`config.mk`:
```
export PLATFORM = sky130hd
export DESIGN_NAME = acg_clkgen
export DESIGN_NICKNAME = d
export VERILOG_FILES = /design/src/rtl/acg_pkg.sv /design/src/rtl/acg_mclk_div.sv /design/src/rtl/acg_frame_gen.sv /design/src/rtl/acg_clkgen.sv
export SDC_FILE = /design/constraint.sdc
export NUM_CORES = 1
export LEC_CHECK = 0
export BUFFER_PORTS_ARGS = -buffer_cell sky130_fd_sc_hd__buf_2
export CAP_MARGIN = 20
export CORE_UTILIZATION = 58
export CTS_BUF_LIST = sky130_fd_sc_hd__clkbuf_4
export DETAILED_ROUTE_END_ITERATION = 7
export PLACE_DENSITY = 0.81
export SYNTH_ARGS = -nofsm -noshare
export SYNTH_HDL_FRONTEND = slang
export SYNTH_SLANG_ARGS = --single-unit
```
`constraint.sdc`:
```
create_clock -name clk -period 5.25 [get_ports clk]
set_input_delay 0.525 -clock clk [delete_from_list [all_inputs] [get_ports clk]]
set_output_delay 0.525 -clock clk [all_outputs]
set_load 0.01 [all_outputs]
```
`src/rtl/acg_pkg.sv`:
```
package acg_pkg;

    parameter int ACG_DIV_W = 8;

    typedef logic [ACG_DIV_W-1:0] div_t;

    typedef enum logic {
        BR_LOW  = 1'b0,
        BR_HIGH = 1'b1
    } bratio_e;

    typedef struct packed {
        logic bclk;
        logic lrclk;
        logic stb;
    } frame_out_t;

    // a divide value of zero is handled as one
    function automatic div_t eff_div(input div_t d);
        return (d == '0) ? div_t'(1) : d;
    endfunction

    // count of full fast cycles in the registered high phase
    function automatic div_t half_div(input div_t n);
        return n >> 1;
    endfunction

endpackage

```
`src/rtl/acg_mclk_div.sv`:
```
module acg_mclk_div
    import acg_pkg::*;
(
    input  logic clk,
    input  logic rst,
    input  div_t div_in,
    output logic mclk,
    output logic fall_tick
);

    logic run;
    div_t cnt;
    div_t cur_n;
    div_t n_in;
    div_t n_nx;
    div_t cnt_nx;
    logic wrap;
    logic p_nx;
    logic out_p;
    logic out_n;
    logic byp;
    logic odd;

    always_comb begin
        n_in      = eff_div(div_in);
        wrap      = !run || (cnt == cur_n - div_t'(1));
        n_nx      = wrap ? n_in : cur_n;
        cnt_nx    = wrap ? '0 : cnt + div_t'(1);
        p_nx      = cnt_nx < half_div(n_nx);
        fall_tick = (out_p && !p_nx) || (n_nx == div_t'(1));
    end

    always_ff @(posedge clk) begin
        if (rst) begin
            run   <= 1'b0;
            cnt   <= '0;
            cur_n <= div_t'(1);
            out_p <= 1'b0;
        end else begin
            run   <= 1'b1;
            cnt   <= cnt_nx;
            cur_n <= n_nx;
            out_p <= p_nx;
        end
    end

    // half-cycle delayed copy stretches the high phase for odd ratios
    always_ff @(negedge clk) begin
        if (rst) begin
            out_n <= 1'b0;
        end else begin
            out_n <= out_p;
        end
    end

    always_comb begin
        byp = (cur_n == div_t'(1));
        odd = cur_n[0] && !byp;
        if (byp) begin
            mclk = clk && run;
        end else if (odd) begin
            mclk = out_p || out_n;
        end else begin
            mclk = out_p;
        end
    end

endmodule

```
`src/rtl/acg_frame_gen.sv`:
```
module acg_frame_gen
    import acg_pkg::*;
#(
    parameter int MCLK_FS  = 512,
    parameter int RATIO_LO = 32,
    parameter int RATIO_HI = 64
) (
    input  logic       clk,
    input  logic       rst,
    input  logic       tick,
    input  bratio_e    sel_in,
    output frame_out_t fo
);

    localparam int FC_W   = $clog2(MCLK_FS);
    localparam int BIT_LO = $clog2(MCLK_FS / RATIO_LO) - 1;
    localparam int BIT_HI = $clog2(MCLK_FS / RATIO_HI) - 1;

    logic [FC_W-1:0] fcnt;
    logic [FC_W-1:0] fcnt_nx;
    logic            wrap;
    bratio_e         sel_q;
    bratio_e         sel_nx;
    frame_out_t      fo_nx;

    always_comb begin
        fcnt_nx     = fcnt + FC_W'(1);
        wrap        = (fcnt_nx == '0);
        sel_nx      = wrap ? sel_in : sel_q;
        fo_nx.bclk  = (sel_nx == BR_HIGH) ? fcnt_nx[BIT_HI] : fcnt_nx[BIT_LO];
        fo_nx.lrclk = fcnt_nx[FC_W-1];
        fo_nx.stb   = wrap;
    end

    always_ff @(posedge clk) begin
        if (rst) begin
            fcnt  <= '0;
            sel_q <= sel_in;
            fo    <= '0;
        end else if (tick) begin
            fcnt  <= fcnt_nx;
            sel_q <= sel_nx;
            fo    <= fo_nx;
        end else begin
            fo.stb <= 1'b0;
        end
    end

endmodule

```
`src/rtl/acg_clkgen.sv`:
```
module acg_clkgen
    import acg_pkg::*;
#(
    parameter int MCLK_FS  = 512,
    parameter int RATIO_LO = 32,
    parameter int RATIO_HI = 64
) (
    input  logic                 clk,
    input  logic                 rst,
    input  logic [ACG_DIV_W-1:0] div_val,
    input  logic                 bclk_sel,
    output logic                 mclk,
    output logic                 bclk,
    output logic                 lrclk,
    output logic                 frame_stb
);

    logic       tick;
    frame_out_t fo;

    acg_mclk_div div_i (
        .clk       (clk),
        .rst       (rst),
        .div_in    (div_t'(div_val)),
        .mclk      (mclk),
        .fall_tick (tick)
    );

    acg_frame_gen #(
        .MCLK_FS  (MCLK_FS),
        .RATIO_LO (RATIO_LO),
        .RATIO_HI (RATIO_HI)
    ) frm_i (
        .clk    (clk),
        .rst    (rst),
        .tick   (tick),
        .sel_in (bratio_e'(bclk_sel)),
        .fo     (fo)
    );

    assign bclk      = fo.bclk;
    assign lrclk     = fo.lrclk;
    assign frame_stb = fo.stb;

endmodule

```
# Yosys cells after proc, flatten, opt, wreduce, memory -nomap -nowiden
# Index checks and enable logic that the tools add are counted.
classes:
  n_reduce_logical: 13
  muxes: 10
  bitwise: 1
  n_addsub: 3
  eq_ne: 3
  order_cmp: 1
ops:
  columns: ["cell", "n"]
  rows:
  - ["$mux 8", 3]
  - ["$eq 8x1->1 const B", 2]
  - ["$add 9x1->9 const B", 1]
  - ["$logic_not 9->1", 1]
  - ["$add 8x1->8 const B", 1]
  - ["$eq 8x8->1", 1]
  - ["$logic_not 8->1", 1]
  - ["$lt 8x7->1", 1]
  - ["$sub 8x1->8 const B", 1]
  - ["$mux 1", 7]
  - ["$logic_and 1x1->1", 3]
  - ["$logic_not 1->1", 3]
  - ["$logic_or 1x1->1", 3]
  - ["$reduce_bool 2->1", 1]
  - ["$reduce_or 2->1", 1]
  - ["$not 1->1", 1]
totals:
  inputBits: 11
  reg_bits: 32
  word_cells: 41
  output_inout_bits: 4

# Longest topological paths before layout
logic_depth:
  depth_word: 10
  ltp_mapped: 18
  ltp_nobuf: 16

# By module
# Synthesis repeated with hierarchy kept, for this count alone.
hier_totals:
  hier_cells: 221
  hier_area_um2: 1948.1
modules_own_cells:
  columns: ["mod", "seq_area_each_um2", "area_each_um2", "instances", "cells_per_inst"]
  rows:
  - ["acg_mclk_div", 380.4, 1206.2, 1, 137]
  - ["acg_frame_gen", 250.2, 742.0, 1, 84]

==> out/results.tsv <==
metric	value	unit
grt_pass1_vias	1714	
netlist_instances	254	
fin_setup_tns	0	ns
synth_area	2156	um2
final_area	2342	um2
die_h	62.97	um
fin_nets	292	
synth-edff-count	1	
power_frac_seq	0.458	
switching_share	0.3316	
power.density	247.8	nW/um2
switchingPower	192.4	uW
gp_congestion	0.9025	
finalPower	580.4	uW
wirelength	4.741	mm
drt_iter0_markers	154	
rsz0062_at_grt	no	
hold_path.class	input port to flop	
dieArea	3965	um2
placed_cell_area	2262	um2
finalCriticalPeriod	4.608	ns
max-vdd-ir-drop	0.1724	mV
synth_seq_area_share	0.2925	
tightestPinTransition	0.6095	ns
tritoncts	built	
synth.avg_cell_area	8.487	um2
vias	1889	
met2_usage	0.3737	
core-area	3442	um2
required	5.59	ns
portBuffers	14	
synth_warnings	0	
path_clk_slew	0.09	ns
syn-num-nets	276	
holdBufCountCts	0	
leakage	0.9692	nW
grt_pass1_wl	8.004	mm
diodes	0	
synthDistinctLibCells	50	
area_delta_synth_final	8.648	%
internal-power	388.0	uW
outcome	completed	
synth_area_leaders	dfxtp_1, ha_1, nor2_1, xnor2_1, mux2i_1	
critical_path_class	flop to flop	
antenna_found_initial	0	
synth_area_leader_cell	dfxtp_1	
hold_viol_final	0	
grt_use_met1	0.3568	
cts_setup_buffers	0	
clk_latency	0.49	ns
grt.overflow.total	0	
postCtsResizedCells	0	
synth_top_area_share	0.2786	
drcViolationCount	0	
power_frac_comb	0.222	
start_util	0.6263	
grt_max_degree	35	
drt_pass1_iterations	5	
cp.arrival	4.95	ns
fin_util	0.6805	
period_share	0.8777	
setup_viol	0	
clock_skew	0.04980	ns
cp-start-kind	flop	
num_io_pins	15	
drive_gt1_frac	0.1513	
synthFlopType	dfxtp_1	
crit_path_end_kind	flop	
detail-route-antenna-nets	0	
p_clk_frac	0.320	
num_rows	21	
top_usage_layer	met2	
maxCapViolCount	0	
report.final.slew_viol_count	0	
dp_hpwl	3.544	mm
async_flop_share	0	
grt_util_all_layers	0.2671	
slew_headroom	0.5929	
met3_usage	0.09854	
synth_seq_cells	31	
cp_max_fo	21	
synth.most_common_cell	nor2_1	
vias_per_cell	5.959	
die_w	62.97	um
synthTopCellsByCount	nor2_1, dfxtp_1, nand2_1, nor3_1	
wl_per_cell	14.96	um
max_freq	0.2170	GHz
-- layer usage --
metal	up-vias	wire (um)	part of all wire
li1	940	-	-
met1	875	2230	0.47
met2	65	2040	0.43
met3	9	391	0.082
met4	0	78	0.016
met5	-	0	0
-- cells by family (layout without fill, tap and decap cells) --
group,after synthesis,in the layout,share of synthesized area
and+or+nand+nor,110,110,0.2629
DFF,31,31,0.2925
adders and majority gates,11,11,0.06384
muxes,20,20,0.1022
xor gates and xnor gates,22,22,0.08938
buffers and inverters,21,38,0.03772
AOI/OAI and AO/OA,39,39,0.1515
-- registers in the layout (all words and copies together) (netlist names) --
name / flops
div_i.cnt: 8
frm_i.sel_q: 1
frm_i.fcnt: 9
div_i.out_p: 1
div_i.run: 1
div_i.out_n: 1
div_i.cur_n: 8
frm_i.fo: 2
-- worst paths after layout --
| kind | from | depth (start not counted) | slack (ns) | endpoint |
|---|---|---|---|---|
| max reg2reg | div_i.cur_n[1] | 16 | 0.64 | frm_i.fcnt[4] |
| min | div_val[0] | 3 | 0.34 | div_i.cur_n[0] |
| max | div_i.cur_n[1] | 16 | 0.64 | frm_i.fcnt[4] |
| min reg2reg | frm_i.fo[2] | 2 | 0.48 | frm_i.fo[2] |
-- cell usage in the layout, fill, tap and decap left out, drive strengths merged, types with 7 or more instances in the layout --
master | netlist | routed
dfxtp | 30 | 30
mux2i | 10 | 10
clkbuf | 9 | 9
o21ai | 8 | 8
nand3 | 12 | 12
and3 | 7 | 7
nor3 | 14 | 14
nand2 | 17 | 17
nor2 | 32 | 32
buf | 2 | 17
xor2 | 10 | 10
a21oi | 8 | 8
ha | 11 | 11
inv | 9 | 9
nor2b | 9 | 9
mux2 | 10 | 10
xnor2 | 12 | 12
-- power groups by stage --
stage	Clock (mW)	Sequential (mW)	Combinational, mW
final	0.186	0.266	0.129
after global routing	0.202	0.268	0.141
after CTS	0.191	0.266	0.127
after detailed placement	0.00771	0.271	0.127
after global placement	0.00772	0.270	0.123
after floorplan	0.00582	0.263	0.102
-- stage by stage --
step	setup slack (ns)	cells	hold slack, ns
3_3_place_gp	0.8638	306	0.4560
3_5_place_dp	0.7550	306	0.4665
2_1_floorplan	1.182	254	0.4923
4_1_cts	0.6993	317	0.3345
5_1_grt	0.3114	317	0.3894
6_report	0.6422	317	0.3438
-- layout make-up --
type	count	area, um2
inverters	9	33.78
clock buffers	10	72.57
clock inverters	3	16.27
multi-input cells	202	1444
well taps	46	57.56
flip-flops and latches	31	630.6
fillers	299	1100
repair buffers	16	87.58
-- worst max-delay path: stages, from the launching register on --
cell and delay [ns]:
dfxtp_1 0.39, inv_1 0.15, ha_1 0.26, nor3b_1 0.27, xnor2_1 0.14, nor4_4 0.44, o311ai_4 0.20, nand2_1 0.13
buf_4 0.27, mux2i_1 0.32, ha_1 0.20, nand3_1 0.09, or2_2 0.32, o21ai_0 0.39, nor2_1 0.18, o32ai_1 0.39
mux2_1 0.36
(Power assumes the default switching activity.)
